### src/rtl/burst_rd_pkg.sv
package burst_rd_pkg;

  localparam int LAT_W = 5;
  localparam int LEN_W = 8;
  localparam int CNT_W = 10;

  typedef struct packed {
    logic [LEN_W-1:0] len_m1;
    logic [LAT_W-1:0] lat;
    logic             hold;
    logic             inv;
    logic             en;
  } burst_cfg_t;

  // active-edge number whose launch puts the first word on the bus
  function automatic logic [CNT_W-1:0] first_edge(input logic [LAT_W-1:0] lat);
    return CNT_W'(lat) + CNT_W'(2);
  endfunction

  // active-edge number at which the bus is released
  function automatic logic [CNT_W-1:0] stop_edge(input logic [LAT_W-1:0] lat,
                                                 input logic [LEN_W-1:0] len_m1);
    return CNT_W'(lat) + CNT_W'(len_m1) + CNT_W'(3);
  endfunction

endpackage

### src/rtl/burst_cfg_reg.sv
module burst_cfg_reg import burst_rd_pkg::*; (
  input  logic        clk,
  input  logic        rst_n,
  input  logic        wr_en,
  input  logic [15:0] wr_data,
  output burst_cfg_t  cfg,
  output logic [15:0] rd_data
);

  burst_cfg_t cfg_q;

  always_ff @(posedge clk or negedge rst_n) begin
    if (!rst_n)     cfg_q <= '0;
    else if (wr_en) cfg_q <= burst_cfg_t'(wr_data);
  end

  assign cfg     = cfg_q;
  assign rd_data = 16'(cfg_q);

endmodule

### src/rtl/burst_clk_edge.sv
module burst_clk_edge (
  input  logic clk,
  input  logic rst_n,
  input  logic bclk,
  input  logic inv,
  output logic act_edge,
  output logic opp_edge
);

  logic bclk_q;
  logic rise, fall;

  always_ff @(posedge clk or negedge rst_n) begin
    if (!rst_n) bclk_q <= 1'b0;
    else        bclk_q <= bclk;
  end

  assign rise     = bclk & ~bclk_q;
  assign fall     = ~bclk & bclk_q;
  assign act_edge = inv ? fall : rise;
  assign opp_edge = inv ? rise : fall;

endmodule

### src/rtl/burst_word_fifo.sv
module burst_word_fifo #(
  parameter int DW    = 16,
  parameter int DEPTH = 8
) (
  input  logic          clk,
  input  logic          rst_n,
  input  logic          push,
  input  logic [DW-1:0] wdata,
  input  logic          pop,
  output logic [DW-1:0] rdata,
  output logic          empty,
  output logic          full
);

  localparam int AW = (DEPTH > 1) ? $clog2(DEPTH) : 1;

  logic [DW-1:0] mem [DEPTH];
  logic [AW-1:0] wp, rp;
  logic [AW:0]   level;
  logic          do_push, do_pop;

  assign empty   = (level == '0);
  assign full    = (level == (AW+1)'(DEPTH));
  assign do_push = push & ~full;
  assign do_pop  = pop & ~empty;
  assign rdata   = mem[rp];

  always_ff @(posedge clk) begin
    if (do_push) mem[wp] <= wdata;
  end

  always_ff @(posedge clk or negedge rst_n) begin
    if (!rst_n) begin
      wp    <= '0;
      rp    <= '0;
      level <= '0;
    end else begin
      if (do_push) wp <= (wp == AW'(DEPTH-1)) ? '0 : wp + AW'(1);
      if (do_pop)  rp <= (rp == AW'(DEPTH-1)) ? '0 : rp + AW'(1);
      case ({do_push, do_pop})
        2'b10:   level <= level + (AW+1)'(1);
        2'b01:   level <= level - (AW+1)'(1);
        default: level <= level;
      endcase
    end
  end

endmodule

### src/rtl/burst_seq.sv
module burst_seq import burst_rd_pkg::*; #(
  parameter int DW = 16
) (
  input  logic          clk,
  input  logic          rst_n,
  input  burst_cfg_t    cfg,
  input  logic          oe_n,
  input  logic          act_edge,
  input  logic          opp_edge,
  input  logic          fifo_empty,
  input  logic [DW-1:0] fifo_rdata,
  output logic          fifo_pop,
  output logic          launch_evt,
  output logic          stop_evt,
  output logic [DW-1:0] dout,
  output logic          den,
  output logic          underrun
);

  logic             active;
  logic [CNT_W-1:0] cnt, n_next, e_first, e_stop;
  logic             hit_launch, hit_stop;
  logic             pend_launch, pend_stop;

  assign active  = cfg.en & ~oe_n;
  assign e_first = first_edge(cfg.lat);
  assign e_stop  = stop_edge(cfg.lat, cfg.len_m1);
  assign n_next  = cnt + CNT_W'(1);

  assign hit_launch = act_edge && (n_next >= e_first) && (n_next < e_stop);
  assign hit_stop   = act_edge && (n_next == e_stop);

  assign launch_evt = active & (cfg.hold ? (opp_edge & pend_launch) : hit_launch);
  assign stop_evt   = active & (cfg.hold ? (opp_edge & pend_stop)   : hit_stop);
  assign fifo_pop   = launch_evt & ~fifo_empty;

  // active-edge counter, saturating once the release edge is reached
  always_ff @(posedge clk or negedge rst_n) begin
    if (!rst_n)                            cnt <= '0;
    else if (!active)                      cnt <= '0;
    else if (act_edge && (cnt < e_stop))   cnt <= n_next;
  end

  // half-cycle deferral of launch and release when hold is set
  always_ff @(posedge clk or negedge rst_n) begin
    if (!rst_n) begin
      pend_launch <= 1'b0;
      pend_stop   <= 1'b0;
    end else if (!active || !cfg.hold) begin
      pend_launch <= 1'b0;
      pend_stop   <= 1'b0;
    end else if (act_edge) begin
      pend_launch <= hit_launch;
      pend_stop   <= hit_stop;
    end else if (opp_edge) begin
      pend_launch <= 1'b0;
      pend_stop   <= 1'b0;
    end
  end

  always_ff @(posedge clk or negedge rst_n) begin
    if (!rst_n) begin
      dout     <= '0;
      den      <= 1'b0;
      underrun <= 1'b0;
    end else if (!active) begin
      den      <= 1'b0;
      underrun <= 1'b0;
    end else if (launch_evt) begin
      den <= 1'b1;
      if (!fifo_empty) dout     <= fifo_rdata;
      else             underrun <= 1'b1;
    end else if (stop_evt) begin
      den <= 1'b0;
    end
  end

endmodule

### src/rtl/burst_rd_ctrl.sv
module burst_rd_ctrl import burst_rd_pkg::*; #(
  parameter int DW         = 16,
  parameter int FIFO_DEPTH = 8
) (
  input  logic          clk,
  input  logic          rst_n,
  input  logic          cfg_we,
  input  logic [15:0]   cfg_wdata,
  output logic [15:0]   cfg_rdata,
  input  logic          fill_valid,
  input  logic [DW-1:0] fill_data,
  output logic          fill_full,
  input  logic          burst_clk,
  input  logic          oe_n,
  output logic [DW-1:0] dq_out,
  output logic          dq_en,
  output logic          underrun
);

  burst_cfg_t    cfg;
  logic          act_edge, opp_edge;
  logic          fifo_empty, fifo_pop;
  logic [DW-1:0] fifo_rdata;
  logic          launch_evt, stop_evt;
  logic          cfg_en;

  assign cfg_en = cfg.en;

  burst_cfg_reg u_cfg (
    .clk     (clk),
    .rst_n   (rst_n),
    .wr_en   (cfg_we),
    .wr_data (cfg_wdata),
    .cfg     (cfg),
    .rd_data (cfg_rdata)
  );

  burst_clk_edge u_edge (
    .clk      (clk),
    .rst_n    (rst_n),
    .bclk     (burst_clk),
    .inv      (cfg.inv),
    .act_edge (act_edge),
    .opp_edge (opp_edge)
  );

  burst_word_fifo #(.DW(DW), .DEPTH(FIFO_DEPTH)) u_fifo (
    .clk   (clk),
    .rst_n (rst_n),
    .push  (fill_valid),
    .wdata (fill_data),
    .pop   (fifo_pop),
    .rdata (fifo_rdata),
    .empty (fifo_empty),
    .full  (fill_full)
  );

  burst_seq #(.DW(DW)) u_seq (
    .clk        (clk),
    .rst_n      (rst_n),
    .cfg        (cfg),
    .oe_n       (oe_n),
    .act_edge   (act_edge),
    .opp_edge   (opp_edge),
    .fifo_empty (fifo_empty),
    .fifo_rdata (fifo_rdata),
    .fifo_pop   (fifo_pop),
    .launch_evt (launch_evt),
    .stop_evt   (stop_evt),
    .dout       (dq_out),
    .den        (dq_en),
    .underrun   (underrun)
  );

endmodule

### config.mk
export PLATFORM = sky130hd
export DESIGN_NAME = burst_rd_ctrl
export DESIGN_NICKNAME = d
export VERILOG_FILES = /design/src/rtl/burst_rd_pkg.sv /design/src/rtl/burst_cfg_reg.sv /design/src/rtl/burst_clk_edge.sv /design/src/rtl/burst_word_fifo.sv /design/src/rtl/burst_seq.sv /design/src/rtl/burst_rd_ctrl.sv
export SDC_FILE = /design/constraint.sdc
export NUM_CORES = 1
export LEC_CHECK = 0
export BUFFER_PORTS_ARGS = -buffer_cell sky130_fd_sc_hd__buf_2
export CAP_MARGIN = 20
export CORE_UTILIZATION = 51
export CTS_BUF_LIST = sky130_fd_sc_hd__clkbuf_2
export CTS_CLUSTER_DIAMETER = 80
export DETAILED_ROUTE_END_ITERATION = 8
export PLACE_DENSITY = 0.7
export SYNTH_ARGS = -nofsm -noshare
export SYNTH_HDL_FRONTEND = slang
export SYNTH_SLANG_ARGS = --single-unit
### constraint.sdc
create_clock -name clk -period 6.3 [get_ports clk]
set_input_delay 1.26 -clock clk [delete_from_list [all_inputs] [get_ports clk]]
set_output_delay 1.26 -clock clk [all_outputs]
set_load 0.02 [all_outputs]
-- Word-level counts from Yosys, hierarchy flattened
Memories as Yosys holds them, arrays and structs flattened. A register that Yosys moved wholly into a read port is not among the register bits.
Cells that the tools add are included.
- register bits: 41
- latch bits: 0
- RAM bits: 128
- bits in read-only memories: 0
- input port bits: 38
- output and inout bits: 35
- memories: 1
- add/sub/neg operators: 8
- multipliers: 0
- divide/modulo/power cells: 0
- magnitude comparators: 3
- equal/unequal tests: 10
- shift operators: 0
- multiplexer cells: 22
- bitwise logic cells: 15
- reduce and logical (&&, ||, !) cells: 13
- memory list (memory ; words ; bits a word ; read ports ; clocked after Yosys merged registers in ; write ports ; RTL line ; RTL):
    u_fifo.mem ; 8 ; 16 ; 1 ; 1 ; 1 ; burst_word_fifo.sv:17 ; logic [DW-1:0] mem [DEPTH];
- operators by type and width (operator ; number):
    $lt A10 B10 Y1 ; 2
    $mux W10 ; 2
    $mux W1 ; 17
    $add A10 B1 Y10 const B ; 1
    $add A10 B2 Y10 const B ; 1
    $and A1 B1 Y1 ; 10
    $eq A10 B10 Y1 ; 1
    $ge A10 B10 Y1 ; 1
    $add A5 B8 Y9 ; 1
    $pmux W4 S2 ; 1
    $add A3 B1 Y3 const B ; 2
    $add A5 B2 Y6 const B ; 1
    $eq A3 B3 Y1 const B ; 2
    $mux W3 ; 2
    $not A1 Y1 ; 5
    $add A4 B1 Y4 const B ; 1
    $eq A4 B4 Y1 const B ; 1
    $logic_and A1 B1 Y1 ; 4
    $logic_not A4 Y1 ; 1
    $ne A2 B1 Y1 const B ; 2
    $sub A4 B1 Y4 const B ; 1
    $logic_not A1 Y1 ; 3
    $ne A3 B2 Y1 const B ; 1
    $reduce_and A3 Y1 ; 1
    other kinds (7) ; 7

-- Logic depth before layout (Yosys ltp)
Gate-level depths: netlist of run 1.
- word-level depth: 11
- gate-level depth with buffers: 25
- mapped depth without buffers: 24

-- Hierarchy
A second synthesis of run 1 with hierarchy kept.
- cells, all modules: 550
- area total of the unflattened synthesis: 8839.7 um2
- by module, submodules not included (module ; instances ; cells an instance ; area each (um2) ; seq. area each (um2)):
    burst_word_fifo ; 1 ; 256 ; 5616.6 ; 4093.9
    burst_seq ; 1 ; 239 ; 2394.8 ; 750.7
    burst_cfg_reg ; 1 ; 50 ; 769.5 ; 400.4
    burst_clk_edge ; 1 ; 5 ; 58.8 ; 25.0

-- Least setup slack after synthesis of run 1
Ideal clock, no wire load.
- path kind: register to register
- start: reg u_cfg.cfg_q, in the netlist u_cfg.cfg[3]
- end: reg u_fifo.level[3]
- library setup time: 0.122 ns
- arrival: 4.866 ns
- required time: 6.178 ns
- path slack: 1.312 ns
- stages on the path, launching flop included: 26
- buffers on the path: 1
- cell sequence: dfrtp_1 -> ha_1 -> inv_1 -> fa_1 -> nand2b_1 -> a21oi_1 -> xor2_1 -> and3_1 -> xnor2_1 -> ha_1 -> nand4_1 -> nor2_1 -> a211o_1 -> a21oi_1 -> o211ai_4 -> a211oi_1 -> o21ai_2 -> a21oi_2 -> buf_6 -> ha_1 -> ha_1 -> a21o_1 -> a21oi_1 -> xnor2_1 -> nor2_1 -> xnor2_1
- word-level cells in the longest chain between the ends: 10
- ends and longest elaborated chain (item ; RTL line ; RTL):
    from (decl) ; burst_cfg_reg.sv:10 ; burst_cfg_t cfg_q;
    from (signal assigned) ; burst_cfg_reg.sv:14 ; else if (wr_en) cfg_q <= burst_cfg_t'(wr_data);
    $add A5 B8 Y9 / $add A5 B2 Y6 (equally long branches) ; burst_rd_pkg.sv:23, burst_rd_pkg.sv:17 ;
    $add A10 B2 Y10 / $ge A10 B10 Y1 (equally long branches) ; burst_rd_pkg.sv:23, burst_seq.sv:30 ;
    $lt A10 B10 Y1 / $logic_and A1 B1 Y1 (equally long branches) ; burst_seq.sv:30 ; assign hit_launch = act_edge && (n_next >= e_first) && (n_next < e_stop);
    $logic_and A1 B1 Y1 (*) ; burst_seq.sv:30 ;
    $mux W1 (*) ; burst_seq.sv:33 ; assign launch_evt = active & (cfg.hold ? (opp_edge & pend_launch) : hit_launch);
    $and A1 B1 Y1 (*) ; burst_seq.sv:33 ;
    $and A1 B1 Y1 (*) ; burst_seq.sv:35 ; assign fifo_pop = launch_evt & ~fifo_empty;
    $and A1 B1 Y1 (*) ; burst_word_fifo.sv:25 ; assign do_pop = pop & ~empty;
    via u_fifo.do_pop ; burst_word_fifo.sv:20 ; logic do_push, do_pop;
    $eq A2 B1 Y1 / $eq A2 B2 Y1 (equally long branches) ; burst_word_fifo.sv:40 ; case ({do_push, do_pop})
    $pmux W4 S2 / $reduce_bool A2 Y1 (equally long branches) ; - ;
    to (signal assigned) ; burst_word_fifo.sv:41 ; 2'b10: level <= level + (AW+1)'(1);
    to (signal assigned) ; burst_word_fifo.sv:42 ; 2'b01: level <= level - (AW+1)'(1);
    to (signal assigned) ; burst_word_fifo.sv:43 ; default: level <= level;
    to (decl) ; burst_word_fifo.sv:19 ; logic [AW:0] level;
The timed path passes the listed nets; every way through them passes the cells marked *.
A chain may end at the register's enable or synchronous reset.

-- Worst setup path in the final report of run 1
- start: reg u_cfg.cfg_q, in the netlist u_cfg.cfg[3]
- end: reg u_fifo.level[3]
- word-level cells in the longest chain between the ends: 10
- ends and longest elaborated chain (item ; RTL line):
    $add A5 B8 Y9 / $add A5 B2 Y6 (equally long branches) ; burst_rd_pkg.sv:23, burst_rd_pkg.sv:17
    $add A10 B2 Y10 / $ge A10 B10 Y1 (equally long branches) ; burst_rd_pkg.sv:23, burst_seq.sv:30
    $lt A10 B10 Y1 / $logic_and A1 B1 Y1 (equally long branches) ; burst_seq.sv:30
    $logic_and A1 B1 Y1 (*) ; burst_seq.sv:30
    $mux W1 (*) ; burst_seq.sv:33
    $and A1 B1 Y1 (*) ; burst_seq.sv:33
    $and A1 B1 Y1 (*) ; burst_seq.sv:35
    $and A1 B1 Y1 (*) ; burst_word_fifo.sv:25
    $eq A2 B1 Y1 / $eq A2 B2 Y1 (equally long branches) ; burst_word_fifo.sv:40
    $pmux W4 S2 / $reduce_bool A2 Y1 (equally long branches) ; -
Every way passes the cells marked *; elsewhere a longest branch is shown, timed or not.

==> impl_metrics.csv, run 1 <==
group,metric,value,unit
timing,hold_viol,0,
yosys,ys_ff_latch,185,
setup_path,worst_r2r_path_depth,24,
cells_and_area,area_delta_synth_final,10.2,%
outcome,status,"finished clean",
yosys,synthDistinctLibCells,59,
place,gp_congestion,0.810,
timing,worst-slew-pin-transition,1.01,ns
drt,drt-initial-drc-count,239,
power_and_ir_drop,power.density,292,mW/mm²
setup_path,r2r_end,"u_fifo.level[3]",
setup_path,startpoint_type,"register",
yosys,syn-mean-instance-area,15.8,µm²
cells_and_area,drive_gt1_share,31.3,%
job,cap_violations,0,
place,dp.cells,825,
cells_and_area,fin_cells,859,
drt,drt_wl_total,16300,µm
power_and_ir_drop,p_leak,3.72,nW
clocking,clock_sinks,185,
min_path,holdPathStages,1,
yosys,syn_nets,620,
floorplanning,core-area,0.0165,mm²
drt,antenna_left,0,
setup_path,critPathCapture,"u_fifo.level[3]",
yosys,synth_top_family_by_area,"multiplexers",
yosys,syn_inst,545,
yosys,yosysSeqAreaShare,61.1,%
setup_path,cp-end-kind,"register",
global_routing,grt_first_pass_wirelength,26200,µm
timing,timing.final.crit_share,80.2,%
timing,clock.fmax,198,MHz
yosys,synth_fa_ha_area_share,5.54,%
clocking,postCtsSetupRepairBufs,0,
setup_path,arrival,5.72,ns
setup_path,r2r_start,"u_cfg.cfg[3]",
power_and_ir_drop,vdd_drop_max,0.197,mV
power_and_ir_drop,switchingPower,0.866,mW
yosys,synth_compound_area_share,5.28,%
power_and_ir_drop,swShare,31.2,%
clocking,cts-resized-gates,0,
timing,slew_headroom,32.4,%
floorplanning,die_w,132,µm
setup_path,crit_fanout,4,
setup_path,crit_path_start,"u_cfg.cfg[3]",
timing,finalSetupViolations,0,
setup_path,r2r_slack,1.24,ns
timing,clock_skew,0.0544,ns
yosys,synthArstFlopShare,30.8,%
timing,rsz0062_at_grt,"no",
global_routing,grt.total_usage,20.0,%
floorplanning,die_area,0.0174,mm²
floorplanning,die_h,132,µm
place,placed_area,0.00925,mm²
clocking,clkTransAtPathRegs,0.29,ns
power_and_ir_drop,p_clk_share,20.5,%
min_path,hold_path_class,"reg2reg",
timing,post-route-min-period,5.06,ns
clocking,clk_latency,0.72,ns
power_and_ir_drop,intPower,1.91,mW
yosys,synth_warnings,0,
floorplanning,start_util,52.2,%
yosys,synth_mux_area_share,16.8,%
global_routing,grt_max_degree,58,
drt,first_pass_iters,5,
power_and_ir_drop,pwr-share-seq,56.2,%
clocking,htreeDepth,4,
yosys,synth_simple_gate_area_share,5.84,%
clocking,cts_buffer_depth,2,
drt,num_vias,4766,
timing,fin_ws,1.24,ns
cells_and_area,fin_nets,700,
setup_path,critPathKind,"reg2reg",
clocking,cts-buffers-inserted,17,
yosys,synth_edf_count,128,
global_routing,antenna_found_initial,1,
timing,final-max-slew-violation-count,0,
setup_path,cp.required,6.96,ns
drt,drc_errors,0,
drt,route.detailed.wl_per_inst,19.0,µm
clocking,cts_hold_buf,0,
timing,tns,0,ns
yosys,syn_area,0.00863,mm²
yosys,synth_xor_area_share,3.25,%
power_and_ir_drop,combinationalPowerShare,23.3,%
drt,viasPerCell,5.55,
place,hpwl,10500,µm
place,pre_cts_slack,1.20,ns
clocking,cts_tree,"yes",
global_routing,overflow,0,
clocking,root_buffer,"clkbuf_2",
cells_and_area,fin_area,0.00951,mm²
timing,whs,0.535,ns
floorplanning,num_rows,47,
yosys,yosys_most_used_dff,"edfxtp_1",
floorplanning,ios,73,
place,portBuffers,72,
global_routing,grt_pass1_vias,4996,
[through the flow]
step	utilization (%)	power, mW
6_report	57.5	2.78
3_5_place_dp	56.0	2.24
4_1_cts	57.4	2.81
3_3_place_gp	56.0	2.21
2_1_floorplan	-	2.02
5_1_grt	57.5	2.92
[cell usage in the layout (no fill, tap or decap), drive strengths merged, types with 3 or more instances in the layout]
cell type  count
nor2          26
inv           23
o21ai         10
nor3           6
mux4          32
dfrtp         57
clkinv         6
o21a           3
edfxtp       128
and3           3
clkbuf        18
xnor2         21
a211oi         7
mux2          50
nand2         32
mux2i          4
xor2          11
nand2b        11
a21oi         17
buf           81
ha            35
a21o           9
a2bb2oi        3
nand4          3
nand3         12
[routing by layer]
layer  vias up  part of all wire (%)  global-route usage (%)
li1       2242                     -                       -
met1      2418                    44                    25.3
met2        91                    51                    34.5
met3        15                   3.5                    4.73
met4         0                   1.1                    5.17
met5         -                     0                       0
[kinds of logic (layout without fill, tap and decap cells)]
logic type,Yosys count,after routing
flip-flops,185,185
AND/OR/NAND/NOR,105,105
multiplexers,86,86
AO/OA/AOI/OAI,62,62
buffers and inverters,38,131
adder cells (fa/ha/maj),37,37
XOR/XNOR,32,32
other,0,1
[sequential cells by signal (all words and copies together) (netlist names), 3 cells and up]
signal	flops
u_fifo.wp	3
u_fifo.level	4
u_cfg.cfg	16
u_seq.dout	16
u_seq.cnt	10
u_fifo.rp	3
u_fifo.mem	128
[cell usage after synthesis (all sizes together) (2+ instances only)]
| master | number | area [µm²] |
|---|---|---|
| edfxtp | 128 | 3840 |
| dfrtp | 57 | 1430 |
| mux2 | 50 | 634 |
| ha | 35 | 438 |
| mux4 | 32 | 773 |
| nand2 | 32 | 120 |
| nor2 | 26 | 97.6 |
| xnor2 | 21 | 184 |
| inv | 18 | 67.6 |
| a21oi | 17 | 92.6 |
| nand3 | 12 | 60.1 |
| nand2b | 11 | 68.8 |
| xor2 | 11 | 96.3 |
| clkbuf | 10 | 57.6 |
| o21ai | 10 | 53.8 |
| a21o | 9 | 70.1 |
| buf | 9 | 57.5 |
| a211oi | 7 | 52.6 |
| nor3 | 6 | 30.0 |
| mux2i | 4 | 40.0 |
| a2bb2oi | 3 | 26.3 |
| and3 | 3 | 20.0 |
| nand4 | 3 | 18.8 |
| o21a | 3 | 22.5 |
| a211o | 2 | 17.5 |
| a31oi | 2 | 18.8 |
| and2 | 2 | 15.0 |
| fa | 2 | 40.0 |
| nor2b | 2 | 12.5 |
| nor4 | 2 | 12.5 |
| o211ai | 2 | 28.8 |
[worst min path at each step]
stage / start / slack (ns) / end
2_1_floorplan: u_fifo.level[2] / 0.48 / u_fifo.level[2]
3_3_place_gp: u_seq.dout[14] / 0.49 / u_seq.dout[14]
3_5_place_dp: u_seq.dout[11] / 0.49 / u_seq.dout[11]
4_1_cts: u_seq.underrun / 0.55 / u_seq.underrun
5_1_grt: burst_clk / 0.52 / u_edge.bclk_q
6_report: u_seq.underrun / 0.54 / u_seq.underrun
[final cells by class]
class,count,area (µm²)
diodes,1,2.50
clock buffers,18,90.1
clock inverters,14,140
fillers,1322,7020
inverters,18,67.6
multi-input cells,322,3220
flip-flops and latches,185,5270
well taps,220,275
repair buffers,81,440
[worst max-delay path, stage by stage, from the launching register on]
cell	delay [ns]
dfrtp_1	0.46
ha_1	0.19
inv_1	0.06
fa_1	0.39
nand2b_1	0.18
a21oi_1	0.16
xor2_1	0.26
and3_1	0.28
xnor2_1	0.18
ha_1	0.29
nand4_1	0.12
nor2_1	0.06
a211o_1	0.26
a21oi_1	0.23
o211ai_4	0.11
a211oi_1	0.36
o21ai_2	0.14
a21oi_4	0.17
ha_1	0.21
ha_1	0.25
a21o_1	0.18
a21oi_1	0.17
xnor2_1	0.13
nor2_1	0.07
xnor2_1	0.12
[power groups by stage]
stage | clock network [mW] | registers (mW) | logic [mW]
2_1_floorplan | 0 | 1.58 | 0.436
3_3_place_gp | 0 | 1.59 | 0.619
3_5_place_dp | 0 | 1.60 | 0.633
4_1_cts | 0.595 | 1.58 | 0.638
5_1_grt | 0.630 | 1.58 | 0.712
6_report | 0.570 | 1.56 | 0.646
Power figures use the tool's default switching activity.
==> inputs of run 2 (changes only) <==
Clock period 6.3 ns to 5.15 ns, I/O delays scaled along.
==> run 2 against run 1 <==
Effect of this change: clock power up 40%; largest cell class unchanged; core utilization up 0.76 points; combinational power rose by 28%; die area did not move; critical path type unchanged; flip-flop and latch count is the same; sequential share of layout area down 0.73 points; final cell count is 0.58% higher; register-to-register slack lost 0.91 ns.
==> impl_metrics.csv, run 2 (synthesized netlist as in run 1, its figures left out) <==
group,metric,value,unit
outcome,status,"finished clean",
floorplanning,die_h,132,µm
drt,route.detailed.wl_per_inst,18.9,µm
cells_and_area,fin_nets,706,
global_routing,grt_pass1_vias,4943,
drt,first_pass_iters,4,
floorplanning,start_util,52.2,%
timing,slew_headroom,32.9,%
timing,final-max-slew-violation-count,0,
setup_path,arrival,5.44,ns
cells_and_area,regMostFlops,"u_fifo.mem",
global_routing,grt_max_degree,58,
drt,antenna_left,0,
power_and_ir_drop,p_leak,3.77,nW
clocking,htreeDepth,4,
floorplanning,core-area,0.0165,mm²
timing,worst-slew-pin-transition,1.00,ns
timing,post-route-min-period,4.81,ns
timing,whs,0.447,ns
power_and_ir_drop,power.density,367,mW/mm²
setup_path,startpoint_type,"register",
cells_and_area,final_common_cell,"edfxtp_1",
min_path,hold_path_class,"in2async",
timing,finalSetupViolations,0,
cells_and_area,final_cell_mix,"edfxtp_1, buf_2, dfrtp_1",
timing,hold_viol,0,
cells_and_area,fin_util,58.3,%
drt,viasPerCell,5.48,
timing,fin_ws,0.338,ns
cells_and_area,diodes,0,
setup_path,cp_slowest_cell,"dfrtp_1",
power_and_ir_drop,vdd_drop_max,0.329,mV
setup_path,path_cells,"ha_1, inv_1, fa_1, nand2b_1, a21oi_2, xor2_2, and3_4, xnor2_1, ha_1, nand4_1, nor2_1, a211o_1, a21oi_2, o211ai_4, a311oi_2, o21ai_2, a21oi_4, ha_2, ha_1, a21o_1, a21oi_2, xnor2_1, nor2_1, xnor2_1",
drt,drc_errors,0,
clocking,clock_sinks,185,
timing,timing.final.crit_share,93.4,%
clocking,root_buffer,"clkbuf_2",
cells_and_area,largest_reg_flops,128,
place,hpwl,10700,µm
setup_path,cp-end-kind,"register",
clocking,cts_tree,"yes",
drt,drt-initial-drc-count,177,
drt,drt_wl_total,16300,µm
timing,clock_skew,0.0360,ns
place,pre_cts_slack,0.0773,ns
cells_and_area,area_delta_synth_final,11.6,%
setup_path,path_delay_family,"compound AO/OA/AOI/OAI gates",
global_routing,overflow,0,
clocking,cts-buffers-inserted,17,
global_routing,grt_first_pass_wirelength,26200,µm
clocking,clkTransAtPathRegs,0.28,ns
floorplanning,num_rows,47,
cells_and_area,drive_gt1_share,33.4,%
drt,num_vias,4734,
cells_and_area,fin_cells,864,
setup_path,crit_fanout,3,
place,dp.cells,827,
setup_path,cp.required,5.78,ns
setup_path,slowest_delay,0.45,ns
clocking,clk_latency,0.71,ns
place,portBuffers,72,
clocking,cts_hold_buf,0,
floorplanning,die_w,132,µm
floorplanning,die_area,0.0174,mm²
timing,clock.fmax,208,MHz
clocking,cts_buffer_depth,2,
job,cap_violations,0,
global_routing,antenna_found_initial,0,
global_routing,grt.total_usage,19.9,%
setup_path,path_buf_inv,1,
setup_path,critPathKind,"reg2reg",
floorplanning,ios,73,
place,gp_congestion,0.800,
==> run 2: worst paths after layout <==
path	start	depth (start not counted)	end	slack [ns]
max	u_cfg.cfg[3]	24	u_fifo.level[3]	0.34
min	rst_n	2	u_seq.dout[12]	0.45
max reg2reg	u_cfg.cfg[3]	24	u_fifo.level[3]	0.34
min reg2reg	u_seq.dout[3]	1	u_seq.dout[3]	0.54
max in group asynchronous	rst_n	2	u_fifo.rp[0]	4.12
min in group clk	burst_clk	1	u_edge.bclk_q	0.47
==> run 2: power by group <==
group	total [mW]	switching (mW)	internal (mW)
sequential	1.91	0.109	1.80
clock	0.796	0.506	0.290
combinational	0.830	0.461	0.368
total	3.53	1.08	2.46
==> run 2: area by class of cell <==
| type | count | area (µm²) |
|---|---|---|
| Multi-Input combinational cell | 322 | 3260 |
| Tap cell | 220 | 275 |
| Timing Repair Buffer | 87 | 485 |
| Inverter | 18 | 67.6 |
| Fill cell | 1296 | 6890 |
| Clock buffer | 19 | 95.1 |
| Clock inverter | 13 | 180 |
| Sequential cell | 185 | 5270 |
==> run 2: layer usage <==
layer | routed length [µm] | share of wire, % | up-vias | track usage [%]
met4 | 201 | 1.2 | 0 | 5.17
met2 | 8460 | 52 | 95 | 35.2
li1 | - | - | 2249 | -
met1 | 7140 | 44 | 2376 | 24.6
met3 | 526 | 3.2 | 14 | 4.46
met5 | 0 | 0 | - | 0
==> run 2: worst register-to-register path, cell delays in order, from the launching register on <==
cell      delay [ns]
dfrtp_1         0.45
ha_1            0.18
inv_1           0.05
fa_1            0.38
nand2b_1        0.19
a21oi_2         0.18
xor2_2          0.19
and3_4          0.21
xnor2_1         0.16
ha_1            0.29
nand4_1         0.12
nor2_1          0.06
a211o_1         0.28
a21oi_2         0.18
o211ai_4        0.10
a311oi_2        0.32
o21ai_2         0.15
a21oi_4         0.17
ha_2            0.21
ha_1            0.23
a21o_1          0.19
a21oi_2         0.14
xnor2_1         0.13
nor2_1          0.07
xnor2_1         0.12
==> run 2: timing repair <==
action                                  4_1_cts  5_1_grt
buffers inserted                              0        4
endpoints found under the setup margin        0        8
resized for setup                             0        9
==> run 2: per-stage QoR <==
step | instance area, µm² | setup TNS, ns | total power [mW]
global route | 9630 | -0.0188 | 3.71
CTS | 9540 | 0 | 3.54
detailed placement | 9270 | 0 | 2.75
global placement | 9270 | 0 | 2.71
floorplan | 8630 | 0 | 2.47
finish | 9630 | 0 | 3.53
